## src/rtl/gim_pkg.sv

```systemverilog
package gim_pkg;
   localparam int GIM_DATA_W   = 32;
   localparam int GIM_SEL_SLOT = 8;   // bits per pad-index slot
   localparam int GIM_FLT_SLOT = 4;   // bits per filter-code slot
   localparam int GIM_INV_BASE = 16;  // first inversion bit in the mode word
   localparam int GIM_SEL_PER_WORD = GIM_DATA_W / GIM_SEL_SLOT;

   typedef enum logic [1:0] {
      GIM_MODE_WORD = 2'd0,
      GIM_SEL_LO    = 2'd1,
      GIM_SEL_HI    = 2'd2,
      GIM_FLT_WORD  = 2'd3
   } gim_addr_e;
endpackage

```

## src/rtl/gim_sync.sv

```systemverilog
module gim_sync #(
   parameter int W = 256
) (
   input  logic         clk,
   input  logic         rst_n,
   input  logic [W-1:0] d_i,
   output logic [W-1:0] q_o
);
   logic [W-1:0] meta_q;
   logic [W-1:0] sync_q;

   always_ff @(posedge clk or negedge rst_n) begin
      if (!rst_n) begin
         meta_q <= '0;
         sync_q <= '0;
      end else begin
         meta_q <= d_i;
         sync_q <= meta_q;
      end
   end

   assign q_o = sync_q;

   logic [1:0] age_q;
   always_ff @(posedge clk or negedge rst_n) begin
      if (!rst_n)            age_q <= '0;
      else if (age_q != 2'd3) age_q <= age_q + 2'd1;
   end

   assert_sync_two_stage_R3: assert property (@(posedge clk) disable iff (!rst_n)
      (age_q == 2'd3) |-> (q_o == $past(d_i, 2)));
endmodule

```

## src/rtl/gim_regs.sv

```systemverilog
module gim_regs
   import gim_pkg::*;
#(
   parameter int NUM_CH = 8,
   parameter int SEL_W  = 8,
   parameter int FILT_W = 4
) (
   input  logic                          clk,
   input  logic                          rst_n,
   input  logic                          wr_i,
   input  logic [1:0]                    addr_i,
   input  logic [GIM_DATA_W-1:0]         wdata_i,
   output logic [GIM_DATA_W-1:0]         rdata_o,
   output logic [NUM_CH-1:0][SEL_W-1:0]  sel_o,
   output logic [NUM_CH-1:0]             edge_o,
   output logic [NUM_CH-1:0]             inv_o,
   output logic [NUM_CH-1:0][FILT_W-1:0] code_o
);
   logic [GIM_DATA_W-1:0] w_mode, w_lo, w_hi, w_flt;

   for (genvar c = 0; c < NUM_CH; c++) begin : g_ch
      localparam gim_addr_e SEL_WORD = (c < GIM_SEL_PER_WORD) ? GIM_SEL_LO : GIM_SEL_HI;
      localparam int SEL_LSB = (c % GIM_SEL_PER_WORD) * GIM_SEL_SLOT;
      localparam int FLT_LSB = c * GIM_FLT_SLOT;

      always_ff @(posedge clk or negedge rst_n) begin
         if (!rst_n) begin
            sel_o[c]  <= '0;
            edge_o[c] <= 1'b0;
            inv_o[c]  <= 1'b0;
            code_o[c] <= '0;
         end else if (wr_i) begin
            if (addr_i == GIM_MODE_WORD) begin
               edge_o[c] <= wdata_i[c];
               inv_o[c]  <= wdata_i[GIM_INV_BASE + c];
            end
            if (addr_i == SEL_WORD)     sel_o[c]  <= wdata_i[SEL_LSB +: SEL_W];
            if (addr_i == GIM_FLT_WORD) code_o[c] <= wdata_i[FLT_LSB +: FILT_W];
         end
      end

      assert_sel_write_R2: assert property (@(posedge clk) disable iff (!rst_n)
         (wr_i && addr_i == SEL_WORD) |=> (sel_o[c] == $past(wdata_i[SEL_LSB +: SEL_W])));
   end

   always_comb begin
      w_mode = '0;
      w_lo   = '0;
      w_hi   = '0;
      w_flt  = '0;
      for (int c = 0; c < NUM_CH; c++) begin
         w_mode[c]                = edge_o[c];
         w_mode[GIM_INV_BASE + c] = inv_o[c];
         w_flt[c*GIM_FLT_SLOT +: FILT_W] = code_o[c];
         if (c < GIM_SEL_PER_WORD) w_lo[(c % GIM_SEL_PER_WORD)*GIM_SEL_SLOT +: SEL_W] = sel_o[c];
         else                      w_hi[(c % GIM_SEL_PER_WORD)*GIM_SEL_SLOT +: SEL_W] = sel_o[c];
      end
   end

   always_comb begin
      unique case (gim_addr_e'(addr_i))
         GIM_MODE_WORD: rdata_o = w_mode;
         GIM_SEL_LO:    rdata_o = w_lo;
         GIM_SEL_HI:    rdata_o = w_hi;
         default:       rdata_o = w_flt;
      endcase
   end
endmodule

```

## src/rtl/gim_channel.sv

```systemverilog
module gim_channel #(
   parameter int NUM_PADS  = 256,
   parameter int SEL_W     = 8,
   parameter int FILT_W    = 4,
   parameter bit FILTER_EN = 1'b1
) (
   input  logic                clk,
   input  logic                rst_n,
   input  logic [NUM_PADS-1:0] pads_i,
   input  logic [SEL_W-1:0]    sel_i,
   input  logic                inv_i,
   input  logic                edge_i,
   input  logic [FILT_W-1:0]   code_i,
   output logic                irq_o
);
   localparam int CNT_W = FILT_W + 1;
   localparam logic [SEL_W:0] PAD_LIM = (SEL_W+1)'(NUM_PADS);

   logic             picked, raw, reseed;
   logic             filt_q, prev_q, inv_q;
   logic [SEL_W-1:0] sel_q;

   assign picked = ({1'b0, sel_i} < PAD_LIM) ? pads_i[sel_i] : 1'b0;
   assign raw    = picked ^ inv_i;
   assign reseed = (sel_i != sel_q) || (inv_i != inv_q);

   if (FILTER_EN) begin : g_filter
      logic [CNT_W-1:0] cnt_q;
      logic [CNT_W-1:0] last;
      assign last = {code_i, 1'b0} - CNT_W'(1);

      always_ff @(posedge clk or negedge rst_n) begin
         if (!rst_n) begin
            filt_q <= 1'b0;
            cnt_q  <= '0;
         end else if (reseed || code_i == '0) begin
            filt_q <= raw;
            cnt_q  <= '0;
         end else if (raw == filt_q) begin
            cnt_q  <= '0;
         end else if (cnt_q == last) begin
            filt_q <= raw;
            cnt_q  <= '0;
         end else begin
            cnt_q  <= cnt_q + CNT_W'(1);
         end
      end

      assert_filter_hold_R8: assert property (@(posedge clk) disable iff (!rst_n)
         (code_i != '0 && !reseed && raw == filt_q) |=> $stable(filt_q));
   end else begin : g_plain
      always_ff @(posedge clk or negedge rst_n) begin
         if (!rst_n) filt_q <= 1'b0;
         else        filt_q <= raw;
      end
   end

   always_ff @(posedge clk or negedge rst_n) begin
      if (!rst_n) begin
         prev_q <= 1'b0;
         sel_q  <= '0;
         inv_q  <= 1'b0;
      end else begin
         prev_q <= reseed ? raw : filt_q;
         sel_q  <= sel_i;
         inv_q  <= inv_i;
      end
   end

   assign irq_o = edge_i ? (filt_q & ~prev_q) : filt_q;

   assert_pulse_one_clock_R7: assert property (@(posedge clk) disable iff (!rst_n)
      (edge_i && irq_o) |=> (!irq_o || !edge_i));
   assert_pulse_on_rise_R7: assert property (@(posedge clk) disable iff (!rst_n)
      (edge_i && irq_o) |-> $rose(filt_q));
   assert_retarget_quiet_R9: assert property (@(posedge clk) disable iff (!rst_n)
      (reseed && edge_i) |=> (!irq_o || !edge_i));
endmodule

```

## src/rtl/gpio_irq_mux.sv

```systemverilog
module gpio_irq_mux
   import gim_pkg::*;
#(
   parameter int NUM_PADS  = 256,
   parameter int NUM_CH    = 8,
   parameter int SEL_W     = 8,
   parameter int FILT_W    = 4,
   parameter bit FILTER_EN = 1'b1
) (
   input  logic                  clk,
   input  logic                  rst_n,
   input  logic [NUM_PADS-1:0]   pads,
   input  logic                  reg_valid,
   input  logic                  reg_we,
   input  logic [1:0]            reg_addr,
   input  logic [GIM_DATA_W-1:0] reg_wdata,
   output logic [GIM_DATA_W-1:0] reg_rdata,
   output logic [NUM_CH-1:0]     irq_out
);
   if (NUM_CH < 1 || NUM_CH > 2*GIM_SEL_PER_WORD || NUM_CH > GIM_INV_BASE) begin : g_bad_ch
      $error("gpio_irq_mux: NUM_CH out of range");
   end
   if (SEL_W > GIM_SEL_SLOT || NUM_PADS > (1 << SEL_W)) begin : g_bad_sel
      $error("gpio_irq_mux: SEL_W or NUM_PADS out of range");
   end
   if (FILT_W > GIM_FLT_SLOT) begin : g_bad_flt
      $error("gpio_irq_mux: FILT_W out of range");
   end

   logic [NUM_PADS-1:0]             pads_s;
   logic [NUM_CH-1:0][SEL_W-1:0]    sel;
   logic [NUM_CH-1:0]               edge_m, inv;
   logic [NUM_CH-1:0][FILT_W-1:0]   code;

   gim_sync #(.W(NUM_PADS)) u_sync (
      .clk(clk), .rst_n(rst_n), .d_i(pads), .q_o(pads_s)
   );

   gim_regs #(.NUM_CH(NUM_CH), .SEL_W(SEL_W), .FILT_W(FILT_W)) u_regs (
      .clk(clk), .rst_n(rst_n), .wr_i(reg_valid && reg_we), .addr_i(reg_addr),
      .wdata_i(reg_wdata), .rdata_o(reg_rdata), .sel_o(sel), .edge_o(edge_m),
      .inv_o(inv), .code_o(code)
   );

   for (genvar c = 0; c < NUM_CH; c++) begin : g_chan
      gim_channel #(.NUM_PADS(NUM_PADS), .SEL_W(SEL_W), .FILT_W(FILT_W),
                    .FILTER_EN(FILTER_EN)) u_ch (
         .clk(clk), .rst_n(rst_n), .pads_i(pads_s), .sel_i(sel[c]), .inv_i(inv[c]),
         .edge_i(edge_m[c]), .code_i(code[c]), .irq_o(irq_out[c])
      );
   end

   assert_quiet_after_reset_R1: assert property (@(posedge clk) disable iff (!rst_n)
      $rose(rst_n) |-> (irq_out == '0));
endmodule

```

## config.mk

```make
export PLATFORM = sky130hd
export DESIGN_NAME = gpio_irq_mux
export DESIGN_NICKNAME = d
export VERILOG_FILES = /design/src/rtl/gim_pkg.sv /design/src/rtl/gim_sync.sv /design/src/rtl/gim_regs.sv /design/src/rtl/gim_channel.sv /design/src/rtl/gpio_irq_mux.sv
export SDC_FILE = /design/constraint.sdc
export NUM_CORES = 1
export LEC_CHECK = 0
export ABC_AREA = 0
export BUFFER_PORTS_ARGS = -buffer_cell sky130_fd_sc_hd__buf_4
export CORE_AREA = 2 2 329 331
export DETAILED_ROUTE_END_ITERATION = 8
export DIE_AREA = 0 0 331 333
export PLACE_DENSITY = 0.64
export SLEW_MARGIN = 30
export SYNTH_ARGS = -nofsm -noshare
export SYNTH_HDL_FRONTEND = slang
export SYNTH_SLANG_ARGS = --single-unit
```

## constraint.sdc

```tcl
create_clock -name clk -period 4.2 [get_ports clk]
set_input_delay 0.42 -clock clk [delete_from_list [all_inputs] [get_ports clk]]
set_output_delay 0.42 -clock clk [all_outputs]
set_load 0.1 [all_outputs]
```

# After elaboration in Yosys (flattened, before gate mapping)
# Cells that the tools add are included.
# word_totals
reg_bits,752
in_bits,294
word_cells,292
# classes
n_addsub,16
n_lt_le_gt_ge,8
n_eq_ne,43
muxes,81
n_bitwise,24
n_reduce_logical,46
# op_table
cell,count
two-way mux 5 bit,24
case mux 32 bit (3 select lines),1
"< comparator 8 x 9 -> 1 bit, second input constant",8
binary-select mux 1 bit (select 8 bit),8
inequality test 8 bit,8
two-way mux 1 bit,48
"adder 5 x 1 -> 5 bit, second input constant",8
== test 5 bit,8
"subtractor 5 x 1 -> 5 bit, second input constant",8
logical NOT 4 bit,8
AND reduction 2 bit,12
logical OR 1 bit,16
"inequality test 2 x 1 -> 1 bit, second input constant",8
nonzero test 2 bit,8
AND 1 bit,8
== test 1 bit,8
inequality test 1 bit,8
NOT 1 bit,8
XOR 1 bit,8
"== test 2 bit, second input constant",2
"== test 2 x 1 -> 1 bit, second input constant",1
logical NOT 2 bit,1
logical AND 1 bit,1

# Depth between registers and ports, before layout
# Gate-level depths: netlist of the first run.
# depth
word_depth,6
ltp_mapped,15
depth_no_buf,10

# Modules after synthesis
# A second synthesis of the first run with hierarchy kept.
# unflattened
hier_cells,3170
area_unflattened_um2,42938.7
# by_module_without_submodules
mod,instances,cells_per_inst,area_per_inst_um2
gim_channel,8,295,3150.5
gim_sync,1,512,12812.3
gim_regs,1,297,4916.0
gpio_irq_mux,1,1,6.3

# Least setup slack after synthesis of the first run
# OpenSTA, ideal clock, no wires.
# synth_path
path_type,flip-flop to flip-flop
startpoint,register u_regs.sel_o[16] in the netlist's numbering
endpoint,register g_chan[2].u_ch.g_filter.cnt_q[2]
arrival_ns,2.819
path_slack_ns,1.240
path_stages_with_launch,11
path_buffers,1
period_less_slack_ns,2.960
path_cell_list,dfrtp_1 > buf_6 > mux4_1 > mux4_2 > nor2b_1 > or4_1 > nor3_1 > or4_4 > xnor2_4 > xnor2_2 > nor3_1
# synth_via
elab_chain_cells,6
# synth_rtl
item,line,text
"start, declared",gim_regs.sv:14,"output logic [NUM_CH-1:0][SEL_W-1:0] sel_o,"
"start signal, assigned by index",gim_regs.sv:37,if (addr_i == SEL_WORD) sel_o[c] <= wdata_i[SEL_LSB +: SEL_W];
binary-select mux 1 bit (select 8 bit),gim_channel.sv:23,"assign picked = ({1'b0, sel_i} < PAD_LIM) ? pads_i[sel_i] : 1'b0;"
two-way mux 1 bit (implied by the code),gim_channel.sv:23,
XOR 1 bit,gim_channel.sv:24,assign raw = picked ^ inv_i;
== test 1 bit,gim_channel.sv:39,end else if (raw == filt_q) begin
two-way mux 5 bit,gim_channel.sv:39,
two-way mux 5 bit *,gim_channel.sv:36,end else if (reseed || code_i == '0) begin
"end signal, assigned",gim_channel.sv:45,cnt_q <= cnt_q + CNT_W'(1);
"end, declared",gim_channel.sv:28,logic [CNT_W-1:0] cnt_q;
# Every way passes the cells marked *; elsewhere a longest branch is shown, timed or not. The select of a mux whose other input is x is not followed.
# A chain may end at the register's enable or synchronous reset.

# Final worst setup path of the first run
# layout_path
startpoint,register u_regs.sel_o[9] in the netlist's numbering
endpoint,register g_chan[1].u_ch.g_filter.cnt_q[2]
# layout_via
elab_chain_cells,6
# layout_rtl
item,line
binary-select mux 1 bit (select 8 bit),gim_channel.sv:23
two-way mux 1 bit (implied by the code),gim_channel.sv:23
XOR 1 bit,gim_channel.sv:24
== test 1 bit,gim_channel.sv:39
two-way mux 5 bit,gim_channel.sv:39
two-way mux 5 bit *,gim_channel.sv:36
"end signal, assigned",gim_channel.sv:45
"end, declared",gim_channel.sv:28
# Marks and branches as above.

==> results of run 1 <==
-- how the worst max path moves through the flow --
stage / from / to / slack [ns] / depth (start not counted)
2_1_floorplan: u_regs.sel_o[16] / g_chan[2].u_ch.g_filter.cnt_q[2] / 1.24 / 10
3_3_place_gp: u_regs.sel_o[48] / g_chan[6].u_ch.g_filter.cnt_q[4] / 0.30 / 10
3_5_place_dp: u_regs.sel_o[48] / g_chan[6].u_ch.g_filter.cnt_q[4] / 0.24 / 11
4_1_cts: u_regs.sel_o[48] / g_chan[6].u_ch.g_filter.cnt_q[4] / 0.19 / 11
5_1_grt: u_regs.sel_o[48] / g_chan[6].u_ch.g_filter.cnt_q[2] / 0.04 / 10
6_report: u_regs.sel_o[9] / g_chan[1].u_ch.g_filter.cnt_q[2] / 0.19 / 12
-- state kept, by name (all words and copies together), names as in the netlist --
| register | flops |
|---|---|
| g_chan.u_ch.prev_q | 8 |
| g_chan.u_ch.inv_q | 8 |
| u_sync.meta_q | 256 |
| u_sync.q_o | 256 |
| u_regs.code_o | 32 |
| g_chan.u_ch.g_filter.cnt_q | 40 |
| g_chan.u_ch.filt_q | 8 |
| u_regs.sel_o | 64 |
| g_chan.u_ch.sel_q | 64 |
| u_regs.edge_o | 8 |
| u_regs.inv_o | 8 |
-- layout make-up --
cell class / instances / share of cell area
Multi-Input combinational cell: 1743 / 0.406
Antenna cell: 6 / 0.000292
Clock buffer: 105 / 0.0429
Sequential cell: 752 / 0.367
Timing Repair Buffer: 804 / 0.136
Tap cell: 1403 / 0.0341
Clock inverter: 37 / 0.0111
Inverter: 43 / 0.00314
-- through the flow --
step	hold WS [ns]	util	cells
6_report	0.0330	0.482	4893
5_1_grt	0.0123	0.482	4887
4_1_cts	0.000204	0.482	4886
3_5_place_dp	0.335	0.431	4476
3_3_place_gp	0.333	0.431	4476
2_1_floorplan	0.124	-	2755
-- routing by layer --
layer,vias up,part of all wire,global-route usage
met1,16000,0.36,0.372
li1,12400,-,-
met2,1991,0.47,0.462
met4,4,0.066,0.162
met5,-,0.00021,0
met3,437,0.10,0.0789
-- cells by family after synthesis --
family	count (synthesis)	share of synthesized area
xor gates and xnor gates	153	0.0342
and+or+nand+nor	366	0.0456
buffers and inverters	260	0.0394
muxes	825	0.353
AOI/OAI and AO/OA	383	0.0676
adders and majority gates	16	0.00485
DFF	752	0.456
-- cell usage in the layout, fill, tap and decap left out, drive strengths merged, types with 50 or more instances in the layout --
cell type    Yosys  layout
a21oi           71      71
buf            135     536
clkbuf          81     105
dfrtp          752     752
dlygate4sd3      0     268
inv             38      50
mux2           155     155
mux2i          202     202
mux4           468     468
nand2           71      71
nor2            60      60
nor3            79      79
o221ai          58      58
xnor2           65      65
xor2            87      87
-- power by group through the flow --
stage	clock [mW]	combinational (mW)	sequential, mW
after floorplan	0	7.36	8.58
after global placement	0	10.2	9.51
after detailed placement	0	10.3	9.54
after CTS	7.55	10.5	9.41
after global routing	7.90	11.1	9.54
final	7.43	10.7	9.47
-- worst reg2reg max path: cells and delay by family, from the launching register on --
family	cells	cell delay, ns
buffers and inverters	3	0.77
DFF	1	0.69
AOI/OAI and AO/OA	2	0.42
and+or+nand+nor	5	1.47
xor gates and xnor gates	2	0.51
-- repair_timing --
| action | 4_1_cts | 5_1_grt |
|---|---|---|
| gates resized for setup | 0 | 1 |
| endpoints found under the setup margin | 0 | 5 |
| hold endpoints to repair | 382 | 0 |
| hold buffers | 268 | 0 |
==> impl_results.md, run 1 <==
- Status: completed
- CTS buffer count: 77
- Filler cell count: between 9000 and 10000
- Final Hold Fails: 0
- Slew @ Worst Pin: a little over 1 ns
- Synth cell types: 77
- Routed Wire Length: approximately 160000 µm
- Leading area contributor after synthesis: dfrtp_1
- Ys flop type: dfrtp_1
- Critical-path cell with the highest stage delay: dfrtp_2
- Area of the multi-input gates: between 20000 and 25000 µm²
- Critical path peak fanout: 15
- Die area: ~110000 µm²
- Top Family by Delay on Critical Path: simple AND/OR/NAND/NOR gates
- Initial antenna violation count: 4
- CTS tree: yes
- Sum Neg Setup Slack: 0 ns
- Gate Count Post-Synth: around 2800
- Pins Over Slew Limit: 0
- Post-Syn Area: around 41000 µm²
- Drt drc: 0
- Synth top area cells: dfrtp_1 46%, mux4_2 22%, mux2i_1 4.9%
- Synth Warn #: 0
- Maxcap violations: 0
- Relative slew margins: 0.314
- Largest net degree at the start of global routing: between 100 and 150
- FF-to-FF setup slack: between 0.15 and 0.2 ns
- Reg2Reg Depth: 12
- Post-synthesis sequential area ratio: 0.456
- Register clock-pin slew on the reported worst setup and hold paths: 0.07 ns
- Fmax: approximately 0.25 GHz
- Area of the core: between 100000 and 150000 µm²
- Setup CP Type: reg2reg
- Post-Layout Inst Area: about 51000 µm²
- Int Power: 17.2 mW
- Drt first pass iters: 5
- Place WS: roughly 0.24 ns
- Area grow syn2layout: 24.5%
- Setup bufs post-CTS: 0
- Overflow after GRT: 0
- Die height: roughly 330 µm
- Seq cells post-synth: 752
- Arrival time at the worst endpoint: 4.52 ns
- Mean Syn Cell Area: around 15 µm²
- Wire per inst: 33.0 µm
- Final critical-path required period: between 4 and 5 ns
- Async SR Flop Fraction: 1.00
- Vias per cell: about 6.3
- Sink Count: between 700 and 800
- Hold Crit Start: reg_wdata[2]
- Setup ws final: around 0.19 ns
- Max incr delay on CP: roughly 0.69 ns
- PwrDens: 537 nW/µm²
- Fin crit share: 0.955
- Worst path bufs/invs: 3
- Hold path cells: 2
- Gate power share: 0.388
- Sequential power share: 0.343
- Clk Latency, worst-skew pair: approximately 0.7 ns
- Net count after synthesis: just over 3000
- Initial Util: 0.387
- RSZ-0062 raised after global routing: no
- Switching share of power: 0.375
- GRT Resource Usage Total: 0.295
- Maximum vdd drop: ~0.35 mV
- Ports: between 300 and 400
- RePlAce Congestion: 1.04
- Clk_skew: about 0.036 ns
- Leak Pwr: 21.1 nW
- Max clock buf depth: 3
- Level count of the clock H-tree: 3
- Detailed-placement wirelength estimate: ~120000 µm
- Hold Path Class: in2reg
- Std-Cell Rows: 120
- CP required: around 4.7 ns
- Reg area: between 15000 and 20000 µm²
- R2r endpoint: g_chan[1].u_ch.g_filter.cnt_q[2]
- Die W: 331 µm
- Final #Nets: 3731
- Post-route antenna net violation count: 0
- Vias in the first global route: 31600
- Power consumption: around 28 mW
- Share of layout cells above drive strength 1: 0.362
- Hold Path Sink: u_regs.sel_o[34]
- P_sw: a little over 10 mW
- First-pass GRT wire length: between 200000 and 250000 µm
- Detailed Route Iter0 Violations: approximately 3300
- Area share of the largest cell type after synthesis: 0.456
- Worst setup SP type: register
- Placed inst area: roughly 46000 µm²
- Crit end category: register
- Cell Chain, Critical Path: nand2_1, buf_4, o221ai_1, o22ai_1, nor3_1, buf_4, nor3_1, nor4_1, buf_4, xor2_1, xnor2_1, nor3_1
- DR vias: around 31000
- Commonest cells in the netlist: 752 x dfrtp_1, 399 x mux4_2, 202 x mux2i_1
- Post-synth EDFFs: 0
- Clk pwr share: 0.269
- Most common cell in the netlist: dfrtp_1
- Endpoints failing setup: 0
- Root buffer cell: clkbuf_16
- Critical R2R Launch: u_regs.sel_o[9]
- Port Buf Inserts: between 300 and 400
Power figures use the tool's default switching activity.
==> run 2, diff against run 1 <==
SETUP_SLACK_MARGIN = 0.2   (was not set)
clock period = 4.95 ns   (was 4.2 ns; I/O delays follow)
==> run 2 against run 1 <==
Against the previous run:
- global-route usage decreased by 0.22 points
- total power decreased by 17%
- setup slack improved by 0.22 ns
- sequential cell count unchanged
- clock skew decreased by 0.0087 ns
- critical endpoint is now g_chan[0].u_ch.g_filter.cnt_q[2]
- largest cell class unchanged
- largest power group unchanged
==> impl_results.md, run 2 (synthesis gave the netlist of run 1 again) <==
- Arrival time at the worst endpoint: 5.12 ns (+0.60 ns)
- R2r endpoint: g_chan[0].u_ch.g_filter.cnt_q[2]
- Ports: 334 (unchanged)
- Final cell count without fillers: 4819 (-1.5%)
- Fin crit share: 0.916 (-0.0385)
- Setup CP Type: reg2reg
- Area of the core: 107000 µm² (unchanged)
- Leak Pwr: 20.6 nW (-2.1%)
- Setup ws final: 0.415 ns (+0.225 ns)
- RSZ-0062 raised after global routing: no
- Final #Nets: 3663 (-1.8%)
- FF-to-FF setup slack: 0.41 ns (+0.22 ns)
- Pins Over Slew Limit: 0 (unchanged)
- Clk Latency, worst-skew pair: 0.66 ns (-0.02 ns)
- Die W: 331 µm (unchanged)
- DR vias: 30700 (-0.18%)
- Level count of the clock H-tree: 3 (unchanged)
- Final Hold Fails: 0 (unchanged)
- Post-route antenna net violation count: 0 (unchanged)
- Sum Neg Setup Slack: 0 ns (unchanged)
- Root buffer cell: clkbuf_16
- WHS: 0.0912 ns (+0.0582 ns)
- Detailed Route Iter0 Violations: 3703 (+11%)
- Crit end category: register
- Die height: 333 µm (unchanged)
- Max clock buf depth: 3 (unchanged)
- Slew @ Worst Pin: 0.901 ns (-0.127 ns)
- CTS buffer count: 78 (+1.3%)
- Drt drc: 0 (unchanged)
- Register clock-pin slew on the reported worst setup and hold paths: 0.06 ns (about the same)
- CP required: 5.54 ns (+0.83 ns)
- Sink Count: 752 (unchanged)
- First-pass GRT wire length: 230000 µm (-0.79%)
- Largest net degree at the start of global routing: 120 (unchanged)
- Commonest non-fill, non-tap cell in the layout: dfrtp_1
- Fmax: 0.221 GHz (-12%)
- Setup bufs post-CTS: 0 (unchanged)
- Placed insts: 4419 (-1.3%)
- Overflow after GRT: 0 (unchanged)
- Drt first pass iters: 8 (+3)
- Area grow syn2layout: 22.6%
- CP Launch Point: u_regs.sel_o[2]
- Worst setup SP type: register
- Port Buf Inserts: 333 (unchanged)
- Wire per inst: 33.2 µm (+0.40%)
- Place WS: 0.608 ns (+0.371 ns)
- Reg2Reg Depth: 13 (+1)
- Maxcap violations: 0 (unchanged)
- Initial Util: 0.387 (unchanged)
- Critical path peak fanout: 13 (-2)
- Initial antenna violation count: 7 (+3)
- Routed Wire Length: 160000 µm (-1.1%)
- PwrDens: 452 nW/µm² (-16%)
- Most frequent cells in the layout: 734 x dfrtp_1, 465 x buf_4, 399 x mux4_2, 257 x dlygate4sd3_1, 202 x mux2i_1
- Die area: 110000 µm² (unchanged)
- CP Capture Point: g_chan[0].u_ch.g_filter.cnt_q[2]
- RePlAce Congestion: 1.02 (-1.4%)
- Detailed-placement wirelength estimate: 115000 µm (-2.1%)
- Final critical-path required period: 4.54 ns (+0.525 ns)
- Share of layout cells above drive strength 1: 0.353 (-0.00917)
- Hold path cells: 2 (unchanged)
- Maximum vdd drop: 0.303 mV (-13%)
- Vias in the first global route: 31500 (-0.22%)
- Status: completed
- Hold Path Class: in2reg
- GRT Resource Usage Total: 0.293 (-0.00222)
- Filler cell count: 9200 (+1.1%)
- CTS tree: yes
- Endpoints failing setup: 0 (unchanged)
- Critical R2R Launch: u_regs.sel_o[2]
- Std-Cell Rows: 120 (unchanged)
- Vias per cell: 6.37 (+1.4%)
- Relative slew margins: 0.382 (+0.0677)
- Clk_skew: 0.0272 ns (-0.00868 ns)
-- run 2: what timing repair did --
| action | 4_1_cts | 5_1_grt |
|---|---|---|
| endpoints found under the hold margin | 338 | 0 |
| resized for setup | 0 | 0 |
| hold buffers | 257 | 0 |
-- run 2: metal layers --
layer,GRT usage,vias up,part of all wire
met5,0,-,0.00033
met4,0.169,8,0.072
met3,0.0704,531,0.10
met2,0.459,2079,0.46
met1,0.370,15900,0.36
li1,-,12200,-
-- run 2: cell type report --
| cell class | count | area, µm² | area share |
|---|---|---|---|
| Timing Repair Buffer | 735 | 6320 | 0.125 |
| Antenna cell | 3 | 7.51 | 0.000148 |
| Tap cell | 1403 | 1760 | 0.0347 |
| Clock inverter | 26 | 308 | 0.00608 |
| Clock buffer | 114 | 2330 | 0.0461 |
| Sequential cell | 752 | 18900 | 0.373 |
| Multi-Input combinational cell | 1743 | 20900 | 0.412 |
| Inverter | 43 | 161 | 0.00319 |
-- run 2: worst max-delay path, cell delays in order (launching register included) --
cell,delay (ns)
dfrtp_1,0.82
nand2b_1,0.32
buf_4,0.29
o221ai_1,0.26
o22ai_1,0.12
nor3_1,0.68
nor3_1,0.18
buf_4,0.18
nor4_1,0.55
buf_4,0.24
xor2_1,0.30
xnor2_1,0.13
or2_1,0.27
nor2_1,0.11
-- run 2: worst min path at each step --
stage	start	end	slack [ns]
after floorplan	rst_n	g_chan[0].u_ch.filt_q	0.20
after global placement	u_sync.meta_q[170]	u_sync.q_o[170]	0.33
after detailed placement	u_sync.meta_q[108]	u_sync.q_o[108]	0.33
after CTS	reg_wdata[30]	u_regs.sel_o[62]	0.06
after global routing	reg_wdata[30]	u_regs.sel_o[62]	0.07
final	reg_wdata[15]	u_regs.sel_o[15]	0.09
-- run 2: power breakdown --
part | internal [mW] | switching, mW
Combinational | 3.96 | 4.82
Sequential | 6.76 | 1.37
Clock | 3.50 | 2.44
Total | 14.2 | 8.64
-- run 2: metrics by stage --
step / instance area (µm²) / util / power (mW)
floorplan: 41300 / - / 13.5
global placement: 45400 / 0.426 / 16.5
detailed placement: 45400 / 0.426 / 16.6
CTS: 50600 / 0.475 / 22.7
global route: 50600 / 0.475 / 23.6
finish: 50600 / 0.475 / 22.9
